$ cat src/rtl/wavecmp_pkg.sv
package wavecmp_pkg;

  typedef enum logic [1:0] {K_NORM, K_CTC, K_FAST, K_PHASE} kind_e;
  typedef enum logic [1:0] {A_HOLD, A_CLR, A_SET, A_TGL} act_e;

  // waveform mode code to counter behaviour; unlisted codes run as normal
  function automatic kind_e mode_kind(input logic [2:0] m);
    kind_e k;
    case (m)
      3'b010:         k = K_CTC;
      3'b011, 3'b111: k = K_FAST;
      3'b001, 3'b101: k = K_PHASE;
      default:        k = K_NORM;
    endcase
    return k;
  endfunction

  // TOP comes from compare A in these modes, otherwise the counter maximum
  function automatic logic mode_top_cmp(input logic [2:0] m);
    return (m == 3'b010) || (m == 3'b111) || (m == 3'b101);
  endfunction

  function automatic logic kind_pwm(input kind_e k);
    return (k == K_FAST) || (k == K_PHASE);
  endfunction

  function automatic logic chan_connected(input kind_e k, input logic [1:0] code,
                                          input logic hi_sel, input logic is_a);
    logic c;
    if (code == 2'b00)                        c = 1'b0;
    else if (kind_pwm(k) && code == 2'b01)    c = is_a & hi_sel;
    else                                      c = 1'b1;
    return c;
  endfunction

  // match and at_top are already qualified by the tick
  function automatic act_e chan_action(input kind_e k, input logic [1:0] code,
                                       input logic hi_sel, input logic is_a,
                                       input logic match, input logic at_top,
                                       input logic up, input logic eq_top);
    act_e r;
    r = A_HOLD;
    case (k)
      K_NORM, K_CTC: begin
        if (match) begin
          case (code)
            2'b01:   r = A_TGL;
            2'b10:   r = A_CLR;
            2'b11:   r = A_SET;
            default: r = A_HOLD;
          endcase
        end
      end
      K_FAST: begin
        if (code[1]) begin
          if (at_top)                           r = code[0] ? A_CLR : A_SET;
          else if (match && !(is_a && eq_top))  r = code[0] ? A_SET : A_CLR;
        end else if (code == 2'b01 && is_a && hi_sel && match) begin
          r = A_TGL;
        end
      end
      default: begin
        if (code[1]) begin
          if (is_a && eq_top) begin
            if (at_top) r = code[0] ? A_CLR : A_SET;
          end else if (match) begin
            r = (up ^ code[0]) ? A_CLR : A_SET;
          end
        end else if (code == 2'b01 && is_a && hi_sel && match) begin
          r = A_TGL;
        end
      end
    endcase
    return r;
  endfunction

  function automatic logic apply_act(input act_e a, input logic cur);
    logic n;
    case (a)
      A_CLR:   n = 1'b0;
      A_SET:   n = 1'b1;
      A_TGL:   n = ~cur;
      default: n = cur;
    endcase
    return n;
  endfunction

endpackage

$ cat src/rtl/wavecmp_regs.sv
module wavecmp_regs
  import wavecmp_pkg::*;
#(
  parameter int W   = 8,
  parameter int AW  = 3,
  parameter int NCH = 2
) (
  input  logic                    clk,
  input  logic                    rst_n,
  input  logic                    wr_en,
  input  logic [AW-1:0]           wr_addr,
  input  logic [W-1:0]            wr_data,
  input  logic                    ev_top,
  output logic [2:0]              mode,
  output logic [NCH-1:0][1:0]     code,
  output logic [NCH-1:0]          port_val,
  output logic [NCH-1:0]          dir,
  output logic [NCH-1:0][W-1:0]   act
);

  localparam logic [AW-1:0] AD_MODE = AW'(0);
  localparam logic [AW-1:0] AD_CODE = AW'(1);
  localparam logic [AW-1:0] AD_CMP0 = AW'(2);
  localparam logic [AW-1:0] AD_PIN  = AW'(2 + NCH);

  logic [NCH-1:0][W-1:0] cbuf;
  logic                  pwm;

  assign pwm = kind_pwm(mode_kind(mode));

  always_ff @(posedge clk or negedge rst_n) begin
    if (!rst_n) begin
      mode     <= '0;
      code     <= '0;
      port_val <= '0;
      dir      <= '0;
    end else if (wr_en) begin
      if (wr_addr == AD_MODE) mode <= wr_data[2:0];
      if (wr_addr == AD_CODE) begin
        for (int i = 0; i < NCH; i++) code[i] <= wr_data[2*i +: 2];
      end
      if (wr_addr == AD_PIN) begin
        port_val <= wr_data[NCH-1:0];
        dir      <= wr_data[2*NCH-1:NCH];
      end
    end
  end

  // compare buffers and active compares, one pair per channel
  for (genvar i = 0; i < NCH; i++) begin : g_cmp
    logic hit_wr;
    assign hit_wr = wr_en && (wr_addr == AD_CMP0 + AW'(i));

    always_ff @(posedge clk or negedge rst_n) begin
      if (!rst_n) begin
        cbuf[i] <= '0;
        act[i]  <= '0;
      end else begin
        if (hit_wr) cbuf[i] <= wr_data;
        if (pwm) begin
          if (ev_top) act[i] <= cbuf[i];
        end else if (hit_wr) begin
          act[i] <= wr_data;
        end
      end
    end

    a_r10_hold: assert property (@(posedge clk) disable iff (!rst_n)
      (pwm && !ev_top) |=> $stable(act[i]));
    a_r10_copy: assert property (@(posedge clk) disable iff (!rst_n)
      (pwm && ev_top) |=> (act[i] == $past(cbuf[i])));
  end

endmodule

$ cat src/rtl/wavecmp_counter.sv
module wavecmp_counter
  import wavecmp_pkg::*;
#(
  parameter int W = 8
) (
  input  logic         clk,
  input  logic         rst_n,
  input  logic         tick,
  input  kind_e        kind,
  input  logic [W-1:0] top,
  output logic [W-1:0] cnt,
  output logic         up,
  output logic         ev_top
);

  localparam logic [W-1:0] ONE = W'(1);

  assign ev_top = tick && (cnt == top);

  always_ff @(posedge clk or negedge rst_n) begin
    if (!rst_n) begin
      cnt <= '0;
      up  <= 1'b1;
    end else if (tick) begin
      if (kind == K_PHASE) begin
        if (up) begin
          if (cnt == top) begin
            up  <= 1'b0;
            cnt <= (top == '0) ? '0 : cnt - ONE;
          end else begin
            cnt <= cnt + ONE;
          end
        end else begin
          if (cnt == '0) begin
            up  <= 1'b1;
            cnt <= (top == '0) ? '0 : cnt + ONE;
          end else begin
            cnt <= cnt - ONE;
          end
        end
      end else begin
        up  <= 1'b1;
        cnt <= (cnt == top) ? '0 : cnt + ONE;
      end
    end
  end

  a_r3_wrap: assert property (@(posedge clk) disable iff (!rst_n)
    (tick && kind != K_PHASE && cnt == top) |=> (cnt == '0));
  a_r3_turn: assert property (@(posedge clk) disable iff (!rst_n)
    (tick && kind == K_PHASE && up && cnt == top && top != '0) |=> !up);
  a_r11_cnt_hold: assert property (@(posedge clk) disable iff (!rst_n)
    !tick |=> $stable(cnt));

endmodule

$ cat src/rtl/wavecmp_channel.sv
module wavecmp_channel
  import wavecmp_pkg::*;
#(
  parameter int W    = 8,
  parameter bit IS_A = 1'b0
) (
  input  logic         clk,
  input  logic         rst_n,
  input  logic         tick,
  input  kind_e        kind,
  input  logic [1:0]   code,
  input  logic         hi_sel,
  input  logic [W-1:0] cnt,
  input  logic [W-1:0] act,
  input  logic [W-1:0] top,
  input  logic         ev_top,
  input  logic         up,
  output logic         wave,
  output logic         conn,
  output logic         ev_match
);

  logic eq_top;
  act_e nxt;

  assign ev_match = tick && (cnt == act);
  assign eq_top   = (act == top);
  assign conn     = chan_connected(kind, code, hi_sel, IS_A);

  always_comb nxt = chan_action(kind, code, hi_sel, IS_A, ev_match, ev_top, up, eq_top);

  always_ff @(posedge clk or negedge rst_n) begin
    if (!rst_n) wave <= 1'b0;
    else        wave <= apply_act(nxt, wave);
  end

  a_r11_wave_hold: assert property (@(posedge clk) disable iff (!rst_n)
    !tick |=> $stable(wave));
  a_r4_toggle: assert property (@(posedge clk) disable iff (!rst_n)
    ((kind == K_NORM || kind == K_CTC) && code == 2'b01 && ev_match) |=> (wave != $past(wave)));
  a_r5_bottom_set: assert property (@(posedge clk) disable iff (!rst_n)
    (kind == K_FAST && code == 2'b10 && ev_top) |=> wave);
  a_r7_up_clear: assert property (@(posedge clk) disable iff (!rst_n)
    (kind == K_PHASE && code == 2'b10 && up && ev_match && !(IS_A && eq_top)) |=> !wave);

  if (IS_A) begin : g_top_case
    a_r9_top_set: assert property (@(posedge clk) disable iff (!rst_n)
      (kind == K_PHASE && code == 2'b10 && eq_top && ev_top) |=> wave);
  end

endmodule

$ cat src/rtl/wavecmp_unit.sv
module wavecmp_unit
  import wavecmp_pkg::*;
#(
  parameter int W  = 8,
  parameter int AW = 3
) (
  input  logic          clk,
  input  logic          rst_n,
  input  logic          tick,
  input  logic          wr_en,
  input  logic [AW-1:0] wr_addr,
  input  logic [W-1:0]  wr_data,
  output logic [1:0]    pin_out,
  output logic [1:0]    pin_oe
);

  localparam int NCH = 2;

  logic [2:0]            mode;
  logic [NCH-1:0][1:0]   code;
  logic [NCH-1:0]        port_val;
  logic [NCH-1:0]        dir;
  logic [NCH-1:0][W-1:0] act;
  logic [NCH-1:0]        wave;
  logic [NCH-1:0]        conn;
  logic [NCH-1:0]        ev_match;
  kind_e                 kind;
  logic [W-1:0]          top;
  logic [W-1:0]          cnt;
  logic                  up;
  logic                  ev_top;

  assign kind = mode_kind(mode);
  assign top  = mode_top_cmp(mode) ? act[0] : '1;

  wavecmp_regs #(.W(W), .AW(AW), .NCH(NCH)) u_regs (
    .clk      (clk),
    .rst_n    (rst_n),
    .wr_en    (wr_en),
    .wr_addr  (wr_addr),
    .wr_data  (wr_data),
    .ev_top   (ev_top),
    .mode     (mode),
    .code     (code),
    .port_val (port_val),
    .dir      (dir),
    .act      (act)
  );

  wavecmp_counter #(.W(W)) u_cnt (
    .clk    (clk),
    .rst_n  (rst_n),
    .tick   (tick),
    .kind   (kind),
    .top    (top),
    .cnt    (cnt),
    .up     (up),
    .ev_top (ev_top)
  );

  for (genvar i = 0; i < NCH; i++) begin : g_ch
    wavecmp_channel #(.W(W), .IS_A(i == 0)) u_ch (
      .clk      (clk),
      .rst_n    (rst_n),
      .tick     (tick),
      .kind     (kind),
      .code     (code[i]),
      .hi_sel   (mode[2]),
      .cnt      (cnt),
      .act      (act[i]),
      .top      (top),
      .ev_top   (ev_top),
      .up       (up),
      .wave     (wave[i]),
      .conn     (conn[i]),
      .ev_match (ev_match[i])
    );

    assign pin_oe[i]  = dir[i];
    assign pin_out[i] = dir[i] & (conn[i] ? wave[i] : port_val[i]);

    a_r2_quiet_pin: assert property (@(posedge clk) disable iff (!rst_n)
      !pin_oe[i] |-> !pin_out[i]);
  end

endmodule

$ cat config.mk
export PLATFORM = sky130hd
export DESIGN_NAME = wavecmp_unit
export DESIGN_NICKNAME = d
export VERILOG_FILES = /design/src/rtl/wavecmp_pkg.sv /design/src/rtl/wavecmp_regs.sv /design/src/rtl/wavecmp_counter.sv /design/src/rtl/wavecmp_channel.sv /design/src/rtl/wavecmp_unit.sv
export SDC_FILE = /design/constraint.sdc
export NUM_CORES = 1
export LEC_CHECK = 0
export BUFFER_PORTS_ARGS = -buffer_cell sky130_fd_sc_hd__buf_2
export CELL_PAD_IN_SITES_DETAIL_PLACEMENT = 1
export CELL_PAD_IN_SITES_GLOBAL_PLACEMENT = 2
export CORE_MARGIN = 3
export CORE_UTILIZATION = 44
export DETAILED_ROUTE_END_ITERATION = 10
export GPL_TIMING_DRIVEN = 0
export PLACE_DENSITY_LB_ADDON = 0.15
export SLEW_MARGIN = 20
export SYNTH_ARGS = -nofsm -noshare
export SYNTH_HDL_FRONTEND = slang
export SYNTH_HIERARCHICAL = 1
export SYNTH_SLANG_ARGS = --single-unit
$ cat constraint.sdc
create_clock -name clk -period 6.2 [get_ports clk]
set_input_delay 1.24 -clock clk [delete_from_list [all_inputs] [get_ports clk]]
set_output_delay 1.24 -clock clk [all_outputs]
set_load 0.005 [all_outputs]
==> impl_results.md <==
* Synth Register Bits at 54
* Top post-synthesis cells by area: dfrtp_1, mux2_2, o221a_1, xor2_1, xnor2_1
* Worst EP arrival at 3.77 ns
* Status: finished, final reports clean
* Post-synth net total at 382
* P&R area growth vs syn at 8.65%
* Most used flip-flop cell after synthesis: dfrtp_1
* 1st-pass router iterations at 4
* Share of the synthesized area in the top cell type at 34.9%
* # fillers at 939
* DRC at 0
* Commonest cells post-synth: dfrtp_1, mux2_2, or2_2, xor2_1
* Die W at 99.0 um
* Max-slew headroom at 52.6%
* Main combinational cell family by area after synthesis: simple AND/OR/NAND/NOR gates
* Final non-filler cell area at 0.00413 mm^2
* HPWL Detailed at 7230 um
* Max incr delay on CP at 0.49 ns
* Clock tree from TritonCTS: built
* Worst Path Required at 6.40 ns
* Clk buf depth at 2
* # rows at 33
* Clock network power share at 18.9%
* Post-Syn Area at 0.00380 mm^2
* Dpl cells at 480
* Pwr/cell area at 311 mW/mm^2
* RSZ-0062 raised after global routing: false
* Post-synthesis mux area share at 9.31%
* Clock Skews at 0.0126 ns
* Ys Warns at 6
* Switching Power at 0.486 mW
* Final nets at 406
* Leak at 1.62 nW
* Final hold violations at 0
* Max Freq at 280 MHz
* # port buffers at 17
* Register area share after synthesis at 35.6%
* Fin crit share at 57.6%
* Most used standard cell by instance count after synthesis: dfrtp_1
* Vias in the first global route at 3017
* Setup TNS at 0 ns
* XOR/XNOR Fraction of Synth Area at 7.60%
* Die ar. at 0.00980 mm^2
* Pwr Total at 1.29 mW
* Mean Syn Cell Area at 10.6 um^2
* DP Area at 0.00402 mm^2
* Internal power component at 0.800 mW
* DIE HEIGHT at 99.0 um
* Detail Route Antenna Nets at 0
* Number of max-cap violations at 0
* H-tree level count at 2
* Final Setup Violations at 0
* Via density at 6.04
* Fin Hold WS at 0.507 ns
* Startpoint types: flip-flop
* Clock-pin slew on the worst setup and hold paths at 0.09 ns
* Global-route wire length before repair at 15800 um
* Post-layout minimum cycle time at 3.57 ns
* Largest net degree at the start of global routing at 55
* Worst Hold Class: flip-flop to flip-flop
* Compound-cell area share of the yosys netlist at 19.4%
* Simple-Gate Fraction of Synth Area at 21.7%
* TritonCTS buffer count at 5
* Largest fanout on the critical path at 10
* Crit path max-delay cell type: dfrtp_1
* CP Class: flip-flop to flip-flop
* DR vias at 2947
* Core region area at 0.00830 mm^2
* Crit path cell chain: nor3b_4 -> o21bai_1 -> xor2_1 -> nor4_2 -> buf_4 -> and3_1 -> nand2_1 -> clkbuf_1 -> or2_2 -> o221a_1
* Avg WL per Cell at 19.3 um
* Largest area contributor in the netlist: dfrtp_1
* Combinational power share at 38.9%
* Synth Area in Adders at 2.96%
* Number of hold buffers added after cts at 0
* DRT iter0 DRCs at 84
* Max-slew violations at 0
* Postcts setup bufs at 0
* Placer Congestion at 0.834
* Share of layout cells above drive strength 1 at 26.9%
* Async S/R FF share, synth at 100%
* Crit end category: flip-flop
* Area of the multi-input gates at 0.00232 mm^2
* Ant diodes at 0
* Crit-path leading delay family: simple AND/OR/NAND/NOR gates
* Fin cells at 488
* Tot GR Track Use at 20.2%
* WL final at 9440 um
* Starting density of the core at 45.8%
* Number of flops mapped to enable cells by yosys at 0
* Yosys cell types at 76
* Clock Latency Late Sink at 0.32 ns
* Net Sw Frac at 37.8%
* Grt total ovfl at 0
* Mapped Cells at 358
* Max VDD drop at 126 uV
* Worst-margin pin slew at 0.705 ns
* Post-cts resize count at 0
* Root Buffer: clkbuf_8
* Buffer and inverter count on the worst path at 2
* Num Clock Sinks at 54
* Register area at 0.00135 mm^2
* Initial antenna violation count at 0
* Ports at 19
* Reg power frac at 42.2%
==> power groups by stage <==
stage,Clock (mW),Combinational (mW),Sequential [mW]
detailed placement,0,0.500,0.552
floorplan,0,0.401,0.514
global placement,0,0.488,0.548
global route,0.266,0.554,0.560
CTS,0.252,0.503,0.544
finish,0.243,0.500,0.542
==> stage by stage <==
step	utilization (%)	setup slack, ns
after floorplan	-	3.37
after global placement	48.4	2.72
after detailed placement	48.5	2.66
after CTS	49.8	2.64
after global routing	49.8	2.41
final	49.8	2.63
==> worst reg2reg max path: stages (launching register included) <==
cell	delay, ns
dfrtp_1	0.49
nor3b_4	0.42
o21bai_1	0.27
xor2_1	0.23
nor4_2	0.39
buf_4	0.24
and3_1	0.37
nand2_1	0.36
clkbuf_1	0.28
or2_2	0.31
o221a_1	0.12
==> worst paths after layout <==
check	from	end	slack [ns]	cells after the start
min	u_regs/cbuf[0]$_DFFE_PN0P_	u_regs/cbuf[0]$_DFFE_PN0P_	0.51	1
min in group asynchronous	rst_n	u_cnt/cnt[1]$_DFFE_PN0P_	0.94	1
max reg2reg	u_regs/mode[2]$_DFFE_PN0P_	u_regs/act[3]$_DFFE_PN0P_	2.63	10
max in group asynchronous	rst_n	u_regs/dir[1]$_DFFE_PN0P_	4.78	1
max	u_regs/mode[2]$_DFFE_PN0P_	u_regs/act[3]$_DFFE_PN0P_	2.63	10
min reg2reg	u_regs/cbuf[0]$_DFFE_PN0P_	u_regs/cbuf[0]$_DFFE_PN0P_	0.51	1
==> cells in the final DEF, fill, tap and decap left out, drive strengths merged, types with 9 or more instances in the layout <==
cell,instances
ha,9
clkbuf,9
nand2,18
o21ai,14
nor2,9
mux2,27
buf,26
xor2,17
inv,12
o21bai,9
or2,17
xnor2,16
dfrtp,53
nand3,9
o221a,16
==> flip-flops by register name, indices dropped and copies added, names as in the netlist <==
signal / flops
u_regs/cbuf: 16
u_regs/dir: 2
g_ch.u_ch/wave: 2
u_cnt/cnt: 8
u_regs/port_val: 2
u_regs/act: 16
u_cnt/up: 1
u_regs/code: 4
u_regs/mode: 3
==> per-layer routing <==
layer	wire length (um)	vias up	share of wire [%]	global-route usage, %
met5	0	-	0	0
met4	144	0	1.5	4.83
met3	245	11	2.6	3.11
met2	4610	32	49	33.4
met1	4430	1495	47	27.8
li1	-	1409	-	-
==> cell families after synthesis <==
kind of cell / count (synthesis)
adder cells (fa/ha/maj): 9
flip-flops: 54
buffers and inverters: 24
AND/OR/NAND/NOR: 117
AO/OA/AOI/OAI: 89
multiplexers: 32
XOR/XNOR: 33
==> cell type report <==
class                   count  share of cell area [%]
inverters                  12                    1.09
flip-flops and latches     54                    32.7
repair buffers             17                    2.12
well taps                 105                    3.18
plain buffers              12                    2.09
multi-input cells         280                    56.1
clock buffers               6                    1.76
clock inverters             2                   0.908
Note: power is estimated with default switching activity, not from simulation.
